## config.mk

```make
export PLATFORM = sky130hd
export DESIGN_NAME = scsi_sel_qualifier
export DESIGN_NICKNAME = d
export VERILOG_FILES = /design/src/rtl/selq_pkg.sv /design/src/rtl/selq_phase_detect.sv /design/src/rtl/selq_match_check.sv /design/src/rtl/selq_role_fsm.sv /design/src/rtl/scsi_sel_qualifier.sv
export SDC_FILE = /design/constraint.sdc
export NUM_CORES = 1
export LEC_CHECK = 0
export ABC_AREA = 1
export CAP_MARGIN = 0
export CORE_ASPECT_RATIO = 1.4
export CORE_MARGIN = 3
export CORE_UTILIZATION = 52
export DETAILED_ROUTE_END_ITERATION = 12
export HOLD_SLACK_MARGIN = 0.03
export PLACE_DENSITY = 0.94
export SKIP_LAST_GASP = 1
export SLEW_MARGIN = 10
export SYNTH_ARGS = -nofsm -noshare
export SYNTH_HDL_FRONTEND = slang
export SYNTH_SLANG_ARGS = --single-unit
```

## constraint.sdc

```tcl
create_clock -name clk -period 2.7 [get_ports clk]
set_clock_uncertainty 0.1 [all_clocks]
set_input_delay 0.675 -clock clk [delete_from_list [all_inputs] [get_ports clk]]
set_output_delay 0.675 -clock clk [all_outputs]
set_load 0.05 [all_outputs]
```

## src/rtl/selq_pkg.sv

```systemverilog
package selq_pkg;
  typedef enum logic [1:0] {
    ROLE_IDLE   = 2'b00,
    ROLE_TARGET = 2'b01,
    ROLE_INIT   = 2'b10
  } role_e;
endpackage

```

## src/rtl/selq_phase_detect.sv

```systemverilog
// Recognises a selection/reselection phase and issues one sample strobe
// after the bus has been stable for the programmed settle time.
module selq_phase_detect #(
  parameter int SETTLE_W = 4
) (
  input  logic                clk,
  input  logic                rst_n,
  input  logic                bus_sel,
  input  logic                bus_bsy_in,
  input  logic                bus_io,
  input  logic                bus_rst,
  input  logic                role_idle,
  input  logic                bsy_held,
  input  logic                hold_disc,
  input  logic                hold_rst,
  input  logic [SETTLE_W-1:0] settle_cycles,
  output logic                sample_stb
);
  logic [SETTLE_W-1:0] cnt_q;
  logic                armed_q;
  logic                io_q;
  logic                phase_on;
  logic                io_steady;

  assign phase_on  = bus_sel & ~bus_bsy_in & ~bus_rst & role_idle & ~bsy_held
                   & ~hold_disc & ~hold_rst;
  assign io_steady = (bus_io == io_q);
  assign sample_stb = phase_on & io_steady & armed_q & (cnt_q == settle_cycles);

  always_ff @(posedge clk or negedge rst_n) begin
    if (!rst_n) begin
      cnt_q   <= '0;
      armed_q <= 1'b1;
      io_q    <= 1'b0;
    end else begin
      io_q <= bus_io;
      if (!phase_on) begin
        cnt_q   <= '0;
        armed_q <= 1'b1;
      end else if (!io_steady) begin
        cnt_q <= '0;
      end else if (armed_q) begin
        if (cnt_q == settle_cycles) armed_q <= 1'b0;
        else                        cnt_q   <= cnt_q + 1'b1;
      end
    end
  end


  one_sample_per_phase_chk: assert property (@(posedge clk) disable iff (!rst_n)
    sample_stb |=> !sample_stb);
endmodule

```

## src/rtl/selq_match_check.sv

```systemverilog
// Combinational address, bit-count and parity qualification of a sample.
module selq_match_check #(
  parameter int DATA_W  = 8,
  parameter int MAX_SET = 2,
  localparam int ID_W   = $clog2(DATA_W),
  localparam int CNT_W  = $clog2(DATA_W + 1)
) (
  input  logic              clk,
  input  logic              rst_n,
  input  logic [DATA_W-1:0] data,
  input  logic              dp,
  input  logic [ID_W-1:0]   own_id,
  input  logic              parity_en,
  output logic              accept
);
  logic [CNT_W-1:0] ones;
  logic             id_hit;
  logic             count_ok;
  logic             parity_ok;

  always_comb begin
    ones = '0;
    for (int i = 0; i < DATA_W; i++) ones = ones + CNT_W'(data[i]);
  end

  assign id_hit    = data[own_id];
  assign count_ok  = (ones <= CNT_W'(MAX_SET));
  assign parity_ok = ~parity_en | (^{data, dp});
  assign accept    = id_hit & count_ok & parity_ok;


  id_bit_set_chk: assert property (@(posedge clk) disable iff (!rst_n)
    accept |-> data[own_id]);

  bit_count_limit_chk: assert property (@(posedge clk) disable iff (!rst_n)
    accept |-> ($countones(data) <= MAX_SET));

  odd_parity_chk: assert property (@(posedge clk) disable iff (!rst_n)
    (accept && parity_en) |-> ($countones({data, dp}) % 2 == 1));
endmodule

```

## src/rtl/selq_role_fsm.sv

```systemverilog
// Holds the role, the BSY drive, the temp register and the event pulses.
module selq_role_fsm
  import selq_pkg::*;
#(
  parameter int DATA_W = 8
) (
  input  logic              clk,
  input  logic              rst_n,
  input  logic              sample_stb,
  input  logic              accept,
  input  logic [DATA_W-1:0] data,
  input  logic              bus_io,
  input  logic              bus_sel,
  input  logic              bus_bsy_in,
  input  logic              bus_rst,
  input  logic              cmd_release,
  output role_e             role_q,
  output logic              bsy_q,
  output logic [DATA_W-1:0] temp_q,
  output logic              evt_sel_q,
  output logic              evt_resel_q,
  output logic              evt_disc_q,
  output logic              evt_rst_q
);
  logic rst_seen_q;

  always_ff @(posedge clk or negedge rst_n) begin
    if (!rst_n) begin
      role_q      <= ROLE_IDLE;
      bsy_q       <= 1'b0;
      temp_q      <= '0;
      evt_sel_q   <= 1'b0;
      evt_resel_q <= 1'b0;
      evt_disc_q  <= 1'b0;
      evt_rst_q   <= 1'b0;
      rst_seen_q  <= 1'b0;
    end else begin
      evt_sel_q   <= 1'b0;
      evt_resel_q <= 1'b0;
      evt_disc_q  <= 1'b0;
      evt_rst_q   <= 1'b0;
      rst_seen_q  <= bus_rst;
      if (bus_rst) begin
        role_q    <= ROLE_IDLE;
        bsy_q     <= 1'b0;
        evt_rst_q <= ~rst_seen_q;
      end else begin
        unique case (role_q)
          ROLE_IDLE: begin
            if (sample_stb) begin
              temp_q <= data;
              if (accept) begin
                bsy_q <= 1'b1;
                if (bus_io) begin
                  role_q      <= ROLE_INIT;
                  evt_resel_q <= 1'b1;
                end else begin
                  role_q    <= ROLE_TARGET;
                  evt_sel_q <= 1'b1;
                end
              end
            end
          end
          ROLE_TARGET: begin
            if (cmd_release) begin
              role_q <= ROLE_IDLE;
              bsy_q  <= 1'b0;
            end
          end
          ROLE_INIT: begin
            if (bsy_q) begin
              if (!bus_sel) bsy_q <= 1'b0;
            end else if (!bus_sel && !bus_bsy_in) begin
              role_q     <= ROLE_IDLE;
              evt_disc_q <= 1'b1;
            end
          end
          default: role_q <= ROLE_IDLE;
        endcase
      end
    end
  end


  selected_sets_target_chk: assert property (@(posedge clk) disable iff (!rst_n)
    evt_sel_q |-> (role_q == ROLE_TARGET && bsy_q));

  reselected_sets_init_chk: assert property (@(posedge clk) disable iff (!rst_n)
    evt_resel_q |-> (role_q == ROLE_INIT && bsy_q));

  disconnect_to_idle_chk: assert property (@(posedge clk) disable iff (!rst_n)
    evt_disc_q |-> (role_q == ROLE_IDLE && !bsy_q));

  event_single_pulse_chk: assert property (@(posedge clk) disable iff (!rst_n)
    (evt_sel_q || evt_resel_q) |=> !(evt_sel_q || evt_resel_q));

  bus_reset_idle_chk: assert property (@(posedge clk) disable iff (!rst_n)
    bus_rst |=> (role_q == ROLE_IDLE && !bsy_q));
endmodule

```

## src/rtl/scsi_sel_qualifier.sv

```systemverilog
module scsi_sel_qualifier
  import selq_pkg::*;
#(
  parameter int DATA_W   = 8,
  parameter int MAX_SET  = 2,
  parameter int SETTLE_W = 4,
  localparam int ID_W    = $clog2(DATA_W)
) (
  input  logic                clk,
  input  logic                rst_n,
  input  logic [ID_W-1:0]     own_id,
  input  logic                parity_en,
  input  logic [SETTLE_W-1:0] settle_cycles,
  input  logic                bus_sel,
  input  logic                bus_bsy_in,
  input  logic                bus_io,
  input  logic                bus_rst,
  input  logic [DATA_W-1:0]   bus_data,
  input  logic                bus_dp,
  input  logic                cmd_release,
  input  logic                disc_pending,
  input  logic                rst_pending,
  output logic                drive_bsy,
  output logic [1:0]          role,
  output logic [DATA_W-1:0]   temp_data,
  output logic                evt_selected,
  output logic                evt_reselected,
  output logic                evt_disconnect,
  output logic                evt_bus_reset
);
  role_e role_q;
  logic  bsy_q;
  logic  sample_stb;
  logic  accept;

  selq_phase_detect #(.SETTLE_W(SETTLE_W)) u_phase (
    .clk(clk), .rst_n(rst_n),
    .bus_sel(bus_sel), .bus_bsy_in(bus_bsy_in), .bus_io(bus_io), .bus_rst(bus_rst),
    .role_idle(role_q == ROLE_IDLE), .bsy_held(bsy_q),
    .hold_disc(disc_pending), .hold_rst(rst_pending),
    .settle_cycles(settle_cycles), .sample_stb(sample_stb)
  );

  selq_match_check #(.DATA_W(DATA_W), .MAX_SET(MAX_SET)) u_match (
    .clk(clk), .rst_n(rst_n),
    .data(bus_data), .dp(bus_dp), .own_id(own_id), .parity_en(parity_en),
    .accept(accept)
  );

  selq_role_fsm #(.DATA_W(DATA_W)) u_role (
    .clk(clk), .rst_n(rst_n),
    .sample_stb(sample_stb), .accept(accept), .data(bus_data),
    .bus_io(bus_io), .bus_sel(bus_sel), .bus_bsy_in(bus_bsy_in), .bus_rst(bus_rst),
    .cmd_release(cmd_release),
    .role_q(role_q), .bsy_q(bsy_q), .temp_q(temp_data),
    .evt_sel_q(evt_selected), .evt_resel_q(evt_reselected),
    .evt_disc_q(evt_disconnect), .evt_rst_q(evt_bus_reset)
  );

  assign drive_bsy = bsy_q & ~bus_rst;
  assign role      = role_q;


  pending_blocks_response_chk: assert property (@(posedge clk) disable iff (!rst_n)
    (disc_pending || rst_pending) |=> !(evt_selected || evt_reselected));

  reset_drops_bsy_chk: assert property (@(posedge clk) disable iff (!rst_n)
    bus_rst |-> !drive_bsy);
endmodule

```

# --- Word level (Yosys, flattened, before mapping) ---
# Cells that the tools add are included.
word_totals:
  regBits: 22
  input_bits: 26
  out_inout_bits: 15
  wordCells: 103
op_classes:
  addsub: 8
  magnitude_cmp: 2
  n_eq_ne: 12
  n_mux: 40
  n_bitwise: 20
  reduce_logical: 10
ops:
  columns: ["operator", "n"]
  rows:
  - ["$mux W1", 26]
  - ["$add A4 B1 Y4", 6]
  - ["$mux W4", 4]
  - ["$ne A3 B3 Y1 const B", 5]
  - ["$mux W2", 7]
  - ["$and A1 B1 Y1", 12]
  - ["$reduce_xor A9 Y1", 1]
  - ["$not A1 Y1", 7]
  - ["$ne A3 B2 Y1 const B", 2]
  - ["$pmux W2 S3", 1]
  - ["$reduce_and A5 Y1", 1]
  - ["$add A4 B1 Y4 const B", 1]
  - ["$eq A4 B4 Y1", 1]
  - ["$le A4 B2 Y1 const B", 1]
  - ["$lt A3 B4 Y1 const B", 1]
  - ["$reduce_and A4 Y1", 1]
  - ["$reduce_bool A4 Y1", 1]
  - ["$bmux W1 S3", 1]
  - ["$pmux W1 S3", 1]
  - ["$reduce_and A3 Y1", 1]
  - ["$add A1 B1 Y2", 1]
  - ["$eq A2 B1 Y1 const B", 1]
  - ["$eq A2 B2 Y1 const B", 1]
  - ["$logic_not A1 Y1", 2]
  - ["6 further kinds", 6]

# --- Depth between registers and ports, before layout ---
# Gate-level depths: netlist (run 1).
depth:
  depth_word: 14
  depth_mapped: 18
  ltp_nobuf: 18

# --- Modules after synthesis ---
# Synthesis (run 1) repeated with hierarchy kept, for this count alone.
hier_totals:
  cells_unflattened: 205
  hier_area_um2: 1519.0
by_module_without_submodules:
  columns: ["mod", "instances", "cells_per_inst", "area_each_um2", "seq_area_each_um2"]
  rows:
  - ["selq_role_fsm", 1, 79, 683.2, 400.4]
  - ["selq_phase_detect", 1, 60, 454.2, 151.4]
  - ["selq_match_check", 1, 63, 367.9, 0.0]
  - ["scsi_sel_qualifier", 1, 3, 13.8, 0.0]

# --- Worst setup path after synthesis (run 1) ---
# No wires, ideal clock.
synth_path:
  kind: "input-to-reg"
  startpoint: "in bus_data[0]"
  endpoint: "reg u_role.role_q[0]"
  setup_ns: 0.120
  arrival_ns: 3.435
  required_ns: 2.480
  setup_slack_ns: -0.954
  cell_stages: 17
  n_path_buf: 0
  cell_sequence: "ha_1 inv_1 fa_1 fa_1 fa_1 inv_1 fa_1 inv_1 o22ai_1 a21oi_1 nand2_1 nor2_1 nand2_1 nand2_1 nand2_1 nand2_1 nand2_1"
synth_between:
  elab_chain_len: 12
  word_cells_on_any_way: 16
  classes_between: "7 x add/sub; 1 x order compare; 1 x eq/ne; 2 x mux; 3 x bitwise; 2 x reduce/logical"
synth_rtl:
  columns: ["item", "line", "text"]
  rows:
  - ["from (decl)", "scsi_sel_qualifier.sv:18", "input logic [DATA_W-1:0] bus_data,"]
  - ["$add A1 B1 Y2", "selq_match_check.sv:23", "for (int i = 0; i < DATA_W; i++) ones = ones + CNT_W'(data[i]);"]
  - ["$add A4 B1 Y4 (6 in a row)", "selq_match_check.sv:23", null]
  - ["$le A4 B2 Y1", "selq_match_check.sv:27", "assign count_ok = (ones <= CNT_W'(MAX_SET));"]
  - ["$and A1 B1 Y1", "selq_match_check.sv:29", "assign accept = id_hit & count_ok & parity_ok;"]
  - ["$and A1 B1 Y1 (*)", "selq_match_check.sv:29", null]
  - ["$ne A3 B3 Y1 (no line) (*)", null, null]
  - ["$reduce_and A5 Y1 (no line) (*)", null, null]
  - ["to (signal assigned)", "selq_role_fsm.sv:29", "role_q <= ROLE_IDLE;"]
  - ["to (signal assigned)", "selq_role_fsm.sv:44", "role_q <= ROLE_IDLE;"]
  - ["to (signal assigned)", "selq_role_fsm.sv:55", "role_q <= ROLE_INIT;"]
  - ["to (decl)", "selq_role_fsm.sv:17", "output role_e role_q,"]
# Every way passes the cells marked *; elsewhere a longest branch is shown, timed or not. The select of a mux whose other input is x is not followed.
# A chain may end at the register's enable or synchronous reset.

# --- Worst setup path in the final report (run 1) ---
layout_path:
  startpoint: "in bus_data[0]"
  endpoint: "reg u_role.bsy_q"
layout_between:
  elab_chain_len: 12
  word_cells_on_any_way: 16
  classes_between: "7 x add/sub; 1 x order compare; 1 x eq/ne; 2 x mux; 3 x bitwise; 2 x reduce/logical"
layout_rtl:
  columns: ["item", "line", "text"]
  rows:
  - ["$add A1 B1 Y2", "selq_match_check.sv:23", null]
  - ["$add A4 B1 Y4 (6 in a row)", "selq_match_check.sv:23", null]
  - ["$le A4 B2 Y1", "selq_match_check.sv:27", null]
  - ["$and A1 B1 Y1", "selq_match_check.sv:29", null]
  - ["$and A1 B1 Y1 (*)", "selq_match_check.sv:29", null]
  - ["$ne A3 B3 Y1 (no line) (*)", null, null]
  - ["$reduce_and A4 Y1 (no line) (*)", null, null]
  - ["to (signal assigned)", "selq_role_fsm.sv:30", "bsy_q <= 1'b0;"]
  - ["to (signal assigned)", "selq_role_fsm.sv:45", "bsy_q <= 1'b0;"]
  - ["to (signal assigned)", "selq_role_fsm.sv:53", "bsy_q <= 1'b1;"]
  - ["to (decl)", "selq_role_fsm.sv:18", "output logic bsy_q,"]
# Marked as above.

==> impl_metrics.toml, run 1 <==
[outcome]
outcome = "complete, but fails checks"
violations = "negative setup slack"

[route]
drt_iter0_drc = 33
post_drt_wl_per_cell_um = 12.6
antenna_violating_nets_post_route = 0
drt_pre_antenna_iters = 4
drcViolationCount = 0
via_per_inst = 5.09
routed-via-count = 1456
detail_route.wirelength_um = 3610

[final_layout]
reg_top3 = "u_role.temp_q x8, u_phase.cnt_q x4, u_role.role_q x2"
final_cells = 286
area_growth_syn_to_layout_pct = 42.7
largest_register_ff_count = 8
top_register = "u_role.temp_q"
insertedDiodeCount = 0
layout-drive-gt1-share_pct = 19.6
fillers = 205
final_net_count = 288

[timing]
timing.fmax_ghz = 0.279
slew_headroom_pct = 66.1
finalSetupTns_ps = -4250
fin_crit_sh_pct = 133
worst_pin_slew_ps = 506
timing.final.crit_period_ps = 3590
rsz_0062_raised_after_global_routing = "true"
timing.final.setup_violations = 5
drv_slew = 0
postLayoutSetupSlackWorst_ps = -890
report.final.hold_viol_count = 0

[yosys]
synth_top_cells_by_count = "nand2_1, inv_1, dfrtp_1"
synthesized_area_um2 = 1490
ys_top_cells_by_area = "dfrtp_1, nand2_1, inv_1"
synth_ff_type = "dfrtp_1"
syn_inst = 192
synthDominantAreaCellType = "dfrtp_1"
count_of_yosys_warnings_during_synthesis = 0
synth_edf_count = 0
async_reset_ff_share_pct = 100
post-synth-top-count-cell = "nand2_1"
synth.yosys.seq_area_share_pct = 36.9
synth-seq-cells = 22
synth_cell_type_count = 31
netlist.area_leader.share_pct = 35.2
syn_area_per_cell_um2 = 7.78
synthesis.nets = 229

[worst_setup_path]
timing.critical_path.cells = "buf_8, ha_4, inv_2, fa_1, fa_1, fa_2, inv_2, fa_1, inv_1, o22ai_2, a21oi_2, nand2_1, nor2_2, nand2_1, nand2_2, nand2_1, nand2_1, nand2_1"
critical-path-slowest-cell = "fa_1"
timing.critical_path.arrival_ps = 3710
critical_path_class = "input pin to flop"
critPathTopFamily = "adder cells"
critical_path_fanouts_max = 5
crit_path_max_incr_delay_ps = 500
cp.buffers_inverters = 4
reg2reg_depth = 13
startpoint_type = "input pin"
critical_path_required_ps = 2820
crit_path_end_kind = "flop"
worst_path_most_repeated_cell = "nand2_1"
critical_path_cell_count = 18

[pwr]
vdd_ir_max_mv = 0.313
power-per-cell-area_nw_per_um2 = 492
leakagePower_nw = 1.05
power.total_mw = 1.05

[cts]
clockBufferDepth = 2
cts.repair_timing.setup_buffer_count = 0
h-tree-depth = 1
tritoncts = "built"
cts.reportedPaths.clkPinSlew_ps = 120
clockRootBuffer = "clkbuf_4"
clock_buffer_count_from_cts = 3
numClockSinks = 22
worstSkewPairLatency_ps = 310

[run]
drv_cap = 0

[global_routing]
gr-usage-all-layers_pct = 21.9
grt_start_max_net_pins = 23
first_global_vias = 1466
grt_first_pass_wirelength_um = 5980
globalRoute.totalOverflow = 0
grt_antenna_before_repair = 0

[worst_hold_path]
whs_path_depth = 1
hp-class = "flop to flop"

[die]
floorplan.initialDensity_pct = 55.4
chipWidth_um = 51.3
die_height_um = 69.4
die_area_um2 = 3560
std_cell_rows = 22
boundaryPins = 41
core-area_um2 = 2700

[place]
final_estimated_routing_congestion_in_global_placement = 0.845
port_buffers = 40
placedCellCount = 282
dp_hpwl_um = 3000
-- power breakdown --
group | internal (mW) | total [mW] | switching [mW]
Sequential | 0.354 | 0.377 | 0.0232
Combinational | 0.204 | 0.515 | 0.311
Clock | 0.0578 | 0.157 | 0.0994
-- layer usage --
metal  global-route usage, %  vias to the layer above  routed length, um
met4                    14.9                        0                178
met5                       0                        -                  0
met1                    22.5                      662               1280
li1                        -                      725                  -
met2                    39.5                       54               2020
met3                    2.80                       15                125
-- cell usage in the layout (no fill, tap or decap), types with 2 or more instances in the layout --
cell type        synthesis  routed
a21oi_1                  8       7
buf_4                    0      16
buf_8                    0       2
clkbuf_4                 0       3
clkdlybuf4s50_1          0      35
dfrtp_1                 21      21
dlygate4sd2_1            0       2
fa_1                     4       3
ha_1                     7       6
inv_1                   34      30
inv_2                    1       5
nand2_1                 48      45
nand2_2                  3       6
nand3_1                 10      10
nor2_1                  13      12
nor2_2                   1       2
nor2_4                   2       2
nor3_1                   7       5
nor3_2                   0       2
nor3b_1                  2       2
o21ai_0                 13      13
xnor2_1                  3       3
-- metrics by stage --
stage / instance area, um^2 / hold WS, ps / utilization (%) / setup WS, ps
5_1_grt: 2130 / 340 / 79.0 / -992
4_1_cts: 2110 / 313 / 78.2 / -957
6_report: 2130 / 306 / 79.0 / -890
3_3_place_gp: 2070 / 290 / 76.8 / -1410
2_1_floorplan: 1510 / 278 / - / -863
3_5_place_dp: 2070 / 297 / 76.8 / -1580
-- layout make-up --
type | count | area (um^2) | share of cell area (%)
clock buffer | 4 | 26.3 | 1.23
inverter | 35 | 131 | 6.16
multi-input combinational | 133 | 840 | 39.4
sequential | 22 | 552 | 25.9
tap | 36 | 45.0 | 2.11
timing repair buffer | 56 | 538 | 25.2
-- final timing paths --
check / startpoint / to / slack (ps)
worst max-delay path: bus_data[0] / u_role.bsy_q / -890
worst min-delay path: u_role.rst_seen_q / u_role.evt_rst_q / 310
worst max register to register: u_role.role_q[1] / u_role.role_q[1] / 670
worst min register to register: u_role.rst_seen_q / u_role.evt_rst_q / 310
max in group asynchronous: rst_n / u_phase.armed_q / 1620
min in group asynchronous: rst_n / u_role.evt_disc_q / 600
-- worst reg2reg max path: stages (launching register included) --
cell     delay [ps]
dfrtp_1         450
inv_1            90
ha_1            170
inv_2           100
nor2_8          120
nand3_2         130
nor2_4          180
nand3_4         120
nand2_2          80
nand2_2          70
nor2_4          130
nand2_2          80
nand2_2          50
nand2_1          50
-- what timing repair did --
item | in CTS | in global routing
gates resized for setup | 20 | 5
setup endpoints to repair | 5 | 5
hold buffers | 0 | 0
pin swaps | 11 | 11
hold endpoints to repair | 0 | 0
-- cells by family after synthesis --
kind of cell,Yosys count,share of synthesized area [%]
fa+ha+maj,11,11.2
simple gates,92,30.1
buf+inv,37,9.88
mux,1,0.754
compound gates,25,8.79
xor+xnor,4,2.35
flops,22,36.9
No activity file was read; power rests on OpenSTA's default activity.
==> run 2: changes to the inputs <==
clock period = 4.7 ns   (was 2.7 ns; I/O delays follow)
==> impl_metrics.toml, run 2 (synthesized netlist as in run 1, its figures left out) <==
[route]
detail_route.wirelength_um = 3390
drt_iter0_drc = 27
antenna_violating_nets_post_route = 0
routed-via-count = 1411
post_drt_wl_per_cell_um = 12.4
drt_pre_antenna_iters = 4
via_per_inst = 5.15
drcViolationCount = 0

[timing]
report.final.hold_viol_count = 0
finalSetupTns_ps = 0
worst_hold_slack_after_final_layout_ps = 313
drv_slew = 0
postLayoutSetupSlackWorst_ps = 200
timing.final.setup_violations = 0
timing.fmax_ghz = 0.222
fin_crit_sh_pct = 95.7
worst_pin_slew_ps = 958
timing.final.crit_period_ps = 4500
slew_headroom_pct = 36.0
rsz_0062_raised_after_global_routing = "false"

[final_layout]
most_frequent_standard_cell_in_the_layout_excluding_fill_and_tap_cells = "nand2_1"
final_cells = 274
mostFrequentLayoutCells = "nand2_1, clkdlybuf4s50_1, inv_1"
layout-drive-gt1-share_pct = 8.82
final_design_area_no_fill_um2 = 1980
reg_top3 = "u_role.temp_q x8, u_phase.cnt_q x4, u_role.role_q x2"
largest_register_ff_count = 8
fillers = 226
area_growth_syn_to_layout_pct = 32.7
top_register = "u_role.temp_q"
final_net_count = 276
post-route-util_pct = 73.5
insertedDiodeCount = 0

[global_routing]
grt_first_pass_wirelength_um = 6020
grt_antenna_before_repair = 0
grt_start_max_net_pins = 23
gr-usage-all-layers_pct = 21.8
first_global_vias = 1441
globalRoute.totalOverflow = 0

[worst_setup_path]
reg2reg_depth = 13
reg2reg_to = "u_role.bsy_q"
endpoint = "u_role.bsy_q"
startpoint_type = "input pin"
critical-path-slowest-cell = "fa_1"
cp.buffers_inverters = 4
critical_path_cell_count = 18
crit_path_end_kind = "flop"
critical_path_class = "input pin to flop"
worst_path_most_repeated_cell = "nand2_1"
crit_path_max_incr_delay_ps = 490
timing.critical_path.cells = "clkdlybuf4s50_1, ha_1, inv_1, fa_1, fa_1, fa_1, inv_1, fa_1, inv_1, o22ai_1, a21oi_1, nand2_1, nor2_1, nand2_1, nand2_2, nand2_1, nand2_1, nand2_1"
ff2ff_setup_slack_ps = 2590
critical_path_required_ps = 4810
worst_r2r_startpoint = "u_role.role_q[0]"
timing.critical_path.arrival_ps = 4610
critical_path_fanouts_max = 5
critPathTopFamily = "adder cells"
crit_start = "bus_data[0]"

[worst_hold_path]
hp-class = "flop to flop"
worst_hold_startpoint = "u_role.rst_seen_q"

[cts]
clock_buffer_count_from_cts = 3
hold_buffers = 0
clockBufferDepth = 2
numClockSinks = 22
clockRootBuffer = "clkbuf_4"
cts.repair_timing.setup_buffer_count = 0
worstSkewPairLatency_ps = 310
cts.reportedPaths.clkPinSlew_ps = 120
h-tree-depth = 1
tritoncts = "built"

[pwr]
pwr-share-seq_pct = 38.2
switching_share_pct = 40.5
power-per-cell-area_nw_per_um2 = 285
vdd_ir_max_mv = 0.192
power.share.clock_pct = 15.5
switching_power_mw = 0.229
leakagePower_nw = 0.974
share_comb_of_total_power_pct = 46.3
power.internal_mw = 0.336
power.total_mw = 0.565

[place]
port_buffers = 40
worst_slack_placed_ps = -108
dp_hpwl_um = 2830
placedCellCount = 270
final_estimated_routing_congestion_in_global_placement = 0.809
post_dp_cell_area_um2 = 1950

[die]
boundaryPins = 41
chipWidth_um = 51.3
std_cell_rows = 22
floorplan.initialDensity_pct = 55.4
die_area_um2 = 3560
die_height_um = 69.4
core-area_um2 = 2700

[outcome]
outcome = "finished, final reports clean"

[run]
drv_cap = 0
run 2: area by class of cell:
cell class / count / area (um^2) / area share (%)
clock buffers: 4 / 26.3 / 1.33
inverters: 35 / 131 / 6.63
multi-input cells: 133 / 797 / 40.2
flip-flops and latches: 22 / 552 / 27.8
well taps: 36 / 45.0 / 2.27
repair buffers: 44 / 430 / 21.7
run 2: layer usage:
layer	up-vias	track usage (%)	share of wire [%]	wire, um
li1	700	-	-	-
met1	654	23.1	37	1250
met2	47	41.0	56	1910
met3	10	2.80	4.0	135
met4	0	9.62	2.8	95
met5	-	0	0	0
run 2: how the worst min path moves through the flow:
stage | endpoint | slack [ps] | cells after the start
after CTS | u_role.evt_rst_q | 320 | 1
after global routing | u_role.evt_rst_q | 350 | 1
final | u_role.evt_rst_q | 310 | 1
after detailed placement | u_role.evt_rst_q | 300 | 1
after global placement | u_role.evt_rst_q | 290 | 1
after floorplan | u_role.evt_rst_q | 280 | 1
run 2: power groups by stage:
stage | sequential [mW] | combinational, mW | clock [mW]
detailed placement | 0.220 | 0.258 | 0
global placement | 0.219 | 0.246 | 0
global route | 0.220 | 0.290 | 0.101
finish | 0.216 | 0.261 | 0.0874
floorplan | 0.248 | 0.144 | 0
CTS | 0.217 | 0.260 | 0.0884
run 2: timing repair:
action                     in CTS  in global routing
hold endpoints to repair        0                  0
setup endpoints to repair       0                  3
gates resized for setup         0                  1
